--- config.mk ---
export PLATFORM = sky130hd
export DESIGN_NAME = turnaround_idle_inserter
export DESIGN_NICKNAME = d
export VERILOG_FILES = /design/src/rtl/tii_pkg.sv /design/src/rtl/tii_datapath.sv /design/src/rtl/tii_control.sv /design/src/rtl/turnaround_idle_inserter.sv
export SDC_FILE = /design/constraint.sdc
export NUM_CORES = 1
export LEC_CHECK = 0
export ABC_AREA = 1
export BUFFER_PORTS_ARGS = -buffer_cell sky130_fd_sc_hd__buf_2
export CAP_MARGIN = 20
export CORE_ASPECT_RATIO = 0.8
export CORE_MARGIN = 2
export CORE_UTILIZATION = 50
export CTS_CLUSTER_DIAMETER = 60
export DETAILED_ROUTE_END_ITERATION = 16
export PLACE_DENSITY = 0.91
export REMOVE_ABC_BUFFERS = 1
export SYNTH_ARGS = -nofsm -noshare
export SYNTH_HDL_FRONTEND = slang
export SYNTH_SLANG_ARGS = --single-unit
--- constraint.sdc ---
create_clock -name clk -period 3.1 [get_ports clk]
set_input_delay 0.31 -clock clk [delete_from_list [all_inputs] [get_ports clk]]
set_output_delay 0.31 -clock clk [all_outputs]
set_load 0.02 [all_outputs]
--- src/rtl/tii_pkg.sv ---
`timescale 1ns/1ps
package tii_pkg;
  // strobes from the control to the datapath
  typedef struct packed {
    logic loadCnt;      // start an idle countdown
    logic decCnt;       // count one idle cycle
    logic recordAccess; // remember the granted access
    logic clearHistory; // forget history (manual reset)
  } ctlStrobes_t;
endpackage

--- src/rtl/tii_datapath.sv ---
`timescale 1ns/1ps
module tii_datapath
  import tii_pkg::*;
#(
  parameter int NUM_AREAS = 8,
  parameter int FIELD_W   = 2,
  parameter logic [NUM_AREAS*FIELD_W-1:0] RST_VAL = 'h3FF3,
  parameter logic [NUM_AREAS*FIELD_W-1:0] WR_MASK = 'h3FF3
) (
  input  logic                           clk,
  input  logic                           porRstN,
  input  logic                           regWrEn,
  input  logic [NUM_AREAS*FIELD_W-1:0]   regWrData,
  input  logic [$clog2(NUM_AREAS)-1:0]   reqArea,
  input  logic                           reqWrite,
  input  ctlStrobes_t                    strobes,
  output logic [NUM_AREAS*FIELD_W-1:0]   cfgOut,
  output logic                           prevValid,
  output logic [$clog2(NUM_AREAS)-1:0]   prevArea,
  output logic                           prevWrite,
  output logic [FIELD_W-1:0]             prevField,
  output logic                           cntZero,
  output logic                           waited
);
  localparam int AREA_W = $clog2(NUM_AREAS);
  localparam int REG_W  = NUM_AREAS * FIELD_W;

  logic [REG_W-1:0]   cfgReg;
  logic [FIELD_W-1:0] idleCnt;
  logic [FIELD_W-1:0] fieldArr [NUM_AREAS];

  // configuration register: only power-on reset touches it
  always_ff @(posedge clk or negedge porRstN) begin
    if (!porRstN)     cfgReg <= RST_VAL & WR_MASK;
    else if (regWrEn) cfgReg <= regWrData & WR_MASK;
  end

  // one count field per area
  for (genvar a = 0; a < NUM_AREAS; a++) begin : g_field
    assign fieldArr[a] = cfgReg[a*FIELD_W +: FIELD_W];
  end

  // access history and idle countdown
  always_ff @(posedge clk or negedge porRstN) begin
    if (!porRstN) begin
      prevValid <= 1'b0;
      prevArea  <= '0;
      prevWrite <= 1'b0;
      idleCnt   <= '0;
      waited    <= 1'b0;
    end else if (strobes.clearHistory) begin
      prevValid <= 1'b0;
      prevArea  <= '0;
      prevWrite <= 1'b0;
      idleCnt   <= '0;
      waited    <= 1'b0;
    end else begin
      if (strobes.recordAccess) begin
        prevValid <= 1'b1;
        prevArea  <= reqArea;
        prevWrite <= reqWrite;
        waited    <= 1'b0;
      end
      if (strobes.loadCnt) begin
        idleCnt <= prevField - FIELD_W'(1);
        waited  <= 1'b1;
      end else if (strobes.decCnt) begin
        idleCnt <= idleCnt - FIELD_W'(1);
      end
    end
  end

  assign prevField = fieldArr[prevArea];
  assign cntZero   = (idleCnt == '0);
  assign cfgOut    = cfgReg;

  logic unusedBits;
  assign unusedBits = ^AREA_W;
endmodule

--- src/rtl/tii_control.sv ---
`timescale 1ns/1ps
module tii_control
  import tii_pkg::*;
#(
  parameter int NUM_AREAS = 8,
  parameter int FIELD_W   = 2
) (
  input  logic                         manRstN,
  input  logic                         reqValid,
  input  logic [$clog2(NUM_AREAS)-1:0] reqArea,
  input  logic                         reqWrite,
  input  logic                         prevValid,
  input  logic [$clog2(NUM_AREAS)-1:0] prevArea,
  input  logic                         prevWrite,
  input  logic [FIELD_W-1:0]           prevField,
  input  logic                         cntZero,
  input  logic                         waited,
  output logic                         grant,
  output ctlStrobes_t                  strobes
);
  logic areaChange;
  logic readToWrite;
  logic needIdle;

  always_comb begin
    areaChange  = (reqArea != prevArea);
    readToWrite = !prevWrite && reqWrite;
    needIdle    = prevValid && !waited && (areaChange || readToWrite)
                  && (prevField != '0);
    grant       = manRstN && reqValid && cntZero && !needIdle;

    strobes.loadCnt      = manRstN && reqValid && cntZero && needIdle;
    strobes.decCnt       = !cntZero;
    strobes.recordAccess = grant;
    strobes.clearHistory = !manRstN;
  end
endmodule

--- src/rtl/turnaround_idle_inserter.sv ---
`timescale 1ns/1ps
module turnaround_idle_inserter
  import tii_pkg::*;
#(
  parameter int NUM_AREAS = 8,
  parameter int FIELD_W   = 2,
  parameter logic [NUM_AREAS*FIELD_W-1:0] RST_VAL = 'h3FF3,
  parameter logic [NUM_AREAS*FIELD_W-1:0] WR_MASK = 'h3FF3
) (
  input  logic                           clk,
  input  logic                           porRstN,
  input  logic                           manRstN,
  input  logic                           reqValid,
  input  logic [$clog2(NUM_AREAS)-1:0]   reqArea,
  input  logic                           reqWrite,
  output logic                           grant,
  input  logic                           regWrEn,
  input  logic [NUM_AREAS*FIELD_W-1:0]   regWrData,
  output logic [NUM_AREAS*FIELD_W-1:0]   regRdData
);
  localparam int AREA_W = $clog2(NUM_AREAS);

  ctlStrobes_t        strobes;
  logic               prevValid;
  logic [AREA_W-1:0]  prevArea;
  logic               prevWrite;
  logic [FIELD_W-1:0] prevField;
  logic               cntZero;
  logic               waited;

  tii_datapath #(
    .NUM_AREAS(NUM_AREAS), .FIELD_W(FIELD_W),
    .RST_VAL(RST_VAL), .WR_MASK(WR_MASK)
  ) dpath_i (
    .clk(clk), .porRstN(porRstN), .regWrEn(regWrEn), .regWrData(regWrData),
    .reqArea(reqArea), .reqWrite(reqWrite), .strobes(strobes),
    .cfgOut(regRdData), .prevValid(prevValid), .prevArea(prevArea),
    .prevWrite(prevWrite), .prevField(prevField), .cntZero(cntZero),
    .waited(waited)
  );

  tii_control #(.NUM_AREAS(NUM_AREAS), .FIELD_W(FIELD_W)) ctrl_i (
    .manRstN(manRstN), .reqValid(reqValid), .reqArea(reqArea),
    .reqWrite(reqWrite), .prevValid(prevValid), .prevArea(prevArea),
    .prevWrite(prevWrite), .prevField(prevField), .cntZero(cntZero),
    .waited(waited), .grant(grant), .strobes(strobes)
  );
endmodule

; Word-level counts from Yosys, hierarchy flattened
; Cells that the tools add are included.
[op_classes]
add_sub_neg = 2
n_lt_le_gt_ge = 1
n_eq_ne = 4
n_mux = 15
n_bitwise = 1
reduce_logical = 14
[ops]
columns = op, n
row1 = 2-bit 2-to-1 mux, 5
row2 = 1-bit logical AND, 8
row3 = 1-bit 2-to-1 mux, 7
row4 = 2-bit binary-select mux with 3-bit select, 1
row5 = 3-bit 2-to-1 mux, 2
row6 = 4-bit greater-or-equal comparator (second input constant), 1
row7 = 3-bit NOT with 4-bit output, 1
row8 = 2-bit by 1-bit subtractor with 2-bit output (second input constant), 2
row9 = 1-bit logical NOT, 3
row10 = 3-bit by 1-bit != test with 1-bit output (second input constant), 1
row11 = 3-bit != test, 1
row12 = 3-bit != test (second input constant), 1
row13 = 2-bit logical NOT, 1
row14 = 2-bit by 1-bit != test with 1-bit output (second input constant), 1
row15 = 2-bit nonzero test, 1
row16 = 1-bit logical OR, 1
[totals]
ff_bits = 20
in_bits = 25
output_inout_bits = 17
elab_cells = 43

; Depth between registers and ports, before layout
[depth]
word_depth = 11
ltp_mapped = 13
depth_no_buf = 13

; Cells and area by module
; From an unflattened synthesis, not the netlist that was laid out.
[unflattened]
cells_unflattened = 155
hier_area_um2 = 1146.1
[modules_own_cells]
columns = module, instances, cells_per_inst, area_each_um2, seq_area_each_um2
row1 = tii_datapath, 1, 127, 1022.2, 515.5
row2 = tii_control, 1, 28, 123.9, 0.0

; Worst setup path after synthesis
; OpenSTA, ideal clock, no wires.
[synth_path]
path_kind = register -> output
from = register dpath_i.cfgReg[10] (netlist: dpath_i.cfgOut[10])
to = output port grant
arrival_ps = 1242
required_ps = 2790
slack_ps = 1548
path_stages_with_launch = 10
n_path_buf = 0
path_cell_list = dfstp_2 -> inv_1 -> nand2_1 -> nand3_1 -> nand2_1 -> nand2_2 -> nand2_4 -> nand2_2 -> nand2_4 -> inv_1
[synth_between]
elab_chain_len = 7
[synth_lines]
columns = element, line
row1 = from (decl), tii_datapath.sv:28  ; logic [REG_W-1:0] cfgReg;
row2 = from (signal assigned), tii_datapath.sv:34  ; if (!porRstN) cfgReg <= RST_VAL & WR_MASK;
row3 = from (signal assigned), tii_datapath.sv:35  ; else if (regWrEn) cfgReg <= regWrData & WR_MASK;
row4 = 2-bit binary-select mux with 3-bit select, tii_datapath.sv:73  ; assign prevField = fieldArr[prevArea];
row5 = 2-bit 2-to-1 mux (implied by the code) (2 in a row), tii_datapath.sv:73
row6 = 2-bit nonzero test, tii_control.sv:29  ; && (prevField != '0);
row7 = 1-bit logical AND, tii_control.sv:29
row8 = 1-bit logical NOT, tii_control.sv:30  ; grant = manRstN && reqValid && cntZero && !needIdle;
row9 = 1-bit logical AND, tii_control.sv:30
row10 = to (decl), turnaround_idle_inserter.sv:16  ; output logic grant,
; Every way passes these cells. The select of a mux whose other input is x is not followed.

; Final worst setup path
[layout_path]
from = register dpath_i.prevArea[0]
to = output port grant
[layout_between]
elab_chain_len = 8
word_cells_on_any_way = 11
classes_between = 1 x eq/ne / 3 x mux / 1 x bitwise / 6 x reduce/logical
[layout_lines]
columns = element, line
row1 = from (decl), tii_datapath.sv:19  ; output logic [$clog2(NUM_AREAS)-1:0] prevArea,
row2 = from (signal assigned), tii_datapath.sv:60  ; prevArea <= reqArea;
row3 = 3-bit NOT with 4-bit output (implied by the code), tii_datapath.sv:73
row4 = 2-bit binary-select mux with 3-bit select, tii_datapath.sv:73
row5 = 2-bit 2-to-1 mux (implied by the code) (2 in a row), tii_datapath.sv:73
row6 = 2-bit nonzero test, tii_control.sv:29
row7 = 1-bit logical AND *, tii_control.sv:29
row8 = 1-bit logical NOT *, tii_control.sv:30
row9 = 1-bit logical AND *, tii_control.sv:30
; Mark *: on every way between the ends. The rest lies on a longest branch, timed or not. The select of a mux whose other input is x is not followed.

==> metrics.cfg <==
[drt]
drt-vias-per-instance=5.10
drt-initial-drc-count=25
num_vias=1026
wire_per_inst_um=12.1
firstDrtPassIters=4
drc_errors=0
finalWirelength_um=2430
final_antenna_net_count=0

[setup_path]
path_class=flop to output pin
arrival_ns=1.79
critPathMaxStageDelay_ns=0.48
crit_slowest_cell=dfrtp_1
cp.buffers_inverters=4
crit_required_ns=2.79
crit_chain=inv_2 > nand3_1 > nand2_1 > inv_1 > nand2_1 > nand2_2 > nand2_4 > nand2_2 > nand2_4 > inv_1 > buf_2
cp_max_fo=8
crit_family=simple AND/OR/NAND/NOR gates
endpoint_kind=output pin
startpoint=dpath_i.prevArea[0]
r2r-start=dpath_i.prevArea[0]
rrSetupSlack_ns=1.54
start_kind=flop

[logic_synthesis]
synth-main-ff-cell=dfstp_2
synth_top_area_cell=dfstp_2
syn-cell-area_sq_um=1120
ys_top_cells_by_area=dfstp_2 28%, dfrtp_1 18%, nand2_1 14%
netlist_top_cells_count=43 x nand2_1, 22 x inv_1, 12 x dfstp_2
async_flop_share_pct=100
avgSynthCellArea_sq_um=7.98
yosys_warnings=0
synthCells=141
synth_edf_count=0
seq_area_frac_synth_pct=45.8
synthMostInstantiatedCell=nand2_1
synth_cell_types=23
netlist.area_leader.share_pct=28.0
ys_seq_elements=20

[grt]
use_met3_pct=4.21
met1_usage_pct=25.0
grt_pass1_vias=912
grt_max_degree=21
grt_pass1_wl_um=3970
antenna_found_initial=0
busiest_layer=met2
grtUsageTotal_pct=20.0
grt_overflow=0
grtUsageMet2_pct=34.3

[floorplanning]
die_area_sq_um=2650
start_util_pct=52.6
rows=15
coreArea_sq_um=2140
fp.dieW_um=57.0
io_pins=42
die_h_um=46.4

[power]
irDropWorstVdd_uv=370
p_per_area_nw_per_um2=489
total_power_uw=651
p_leak_nw=0.727

[clock_network]
cts.htree.levels=1
clk_pin_slew_ns=0.11
cts-root-buf=clkbuf_4
cts_buffers=3
clk_latency_ns=0.30
cts_tree=yes
cts_max_path_buffers=2
cts_setup_buffers=0
clock-sinks=20

[layout]
multi_input_area_sq_um=493
regArea_sq_um=515
nFillCells=184
nNetsFinal=202
syn_to_final_growth_pct=18.4
drive_gt1_share_pct=37.5
diodes=0

[timing]
finalMaxSlewViolations=0
rsz0062_at_grt=false
setup_viol=0
fin_crit_ns=2.10
period_share_pct=67.6
final-hold-violation-count=0
fmax_mhz=477
fin_setup_tns_ns=0
fin_skew_ns=0.00568

[min_path]
hold_class=input pin to flop
hold_start=regWrData[5]

[job]
drv_cap=0

[placement]
dp_hpwl_um=1850
gp_congestion=0.841
io_buffers=33

[outcome]
status=completed

-- power breakdown --
| group | internal (mW) | total (mW) | switching [mW] |
|---|---|---|---|
| combinational | 0.0704 | 0.204 | 0.134 |
| sequential | 0.299 | 0.319 | 0.0198 |
| clock | 0.0501 | 0.128 | 0.0777 |
| total | 0.420 | 0.651 | 0.231 |
-- flip-flops by register name, indices dropped and copies added (netlist names) --
name and count:
dpath_i.prevValid 1, dpath_i.idleCnt 2, dpath_i.waited 1, dpath_i.prevWrite 1
dpath_i.prevArea 3, dpath_i.cfgOut 12
-- routing by layer --
layer | part of all wire, % | wire length [um]
met3 | 6.2 | 151
met5 | 0 | 0
met1 | 42 | 1020
met2 | 50 | 1210
met4 | 1.9 | 46
-- path summary, 6_finish.rpt --
kind | to | depth (start not counted)
min | dpath_i.cfgOut[5] | 3
max reg2reg | dpath_i.idleCnt[1] | 13
min in group asynchronous | dpath_i.idleCnt[0] | 2
max in group asynchronous | dpath_i.cfgOut[8] | 2
min reg2reg | dpath_i.cfgOut[8] | 2
max | grant | 11
-- final cells by class --
cell class / instances / area share, %
Multi-Input combinational cell: 94 / 37.0
Clock buffer: 4 / 1.97
Inverter: 24 / 6.77
Timing Repair Buffer: 34 / 13.2
Tap cell: 25 / 2.35
Sequential cell: 20 / 38.7
-- stage by stage --
step / worst slack [ns] / utilization [%] / hold slack, ns / area (sq um) / cells
after floorplan: 1.55 / - / 0.0144 / 1100 / 138
after global placement: 1.40 / 60.5 / 0.264 / 1290 / 196
after detailed placement: 1.36 / 60.5 / 0.275 / 1290 / 196
after CTS: 1.01 / 62.2 / 0.221 / 1330 / 201
after global routing: 0.874 / 62.2 / 0.220 / 1330 / 201
final: 1.00 / 62.2 / 0.222 / 1330 / 201
-- tightest hold or removal path, cell delays in order --
cell,delay [ns]
buf_2,0.08
nand2_1,0.04
o21ai_0,0.06
-- cells in the final DEF, fill, tap and decap left out, drive strengths merged --
master / count
or2: 1
o22ai: 3
mux2: 4
nand3: 9
nand4: 6
nor2: 5
clkbuf: 4
o21ai: 10
a21oi: 2
dfstp: 12
inv: 24
nand2: 50
conb: 4
buf: 33
dfrtp: 8
dlygate4sd3: 1
-- kinds of logic (layout without fill, tap and decap cells) --
family / after synthesis / in the layout / synth area share, %
muxes: 4 / 4 / 4.00
and+or+nand+nor: 71 / 71 / 31.1
other: 1 / 4 / 0.333
AOI/OAI and AO/OA: 15 / 15 / 7.34
DFF: 20 / 20 / 45.8
buffers and inverters: 30 / 62 / 11.3
-- timing repair --
item | CTS | global route
resized for setup | 0 | 0
hold buffers | 1 | 0
endpoints found under the hold margin | 8 | 0
No activity file was read; power rests on OpenSTA's default activity.
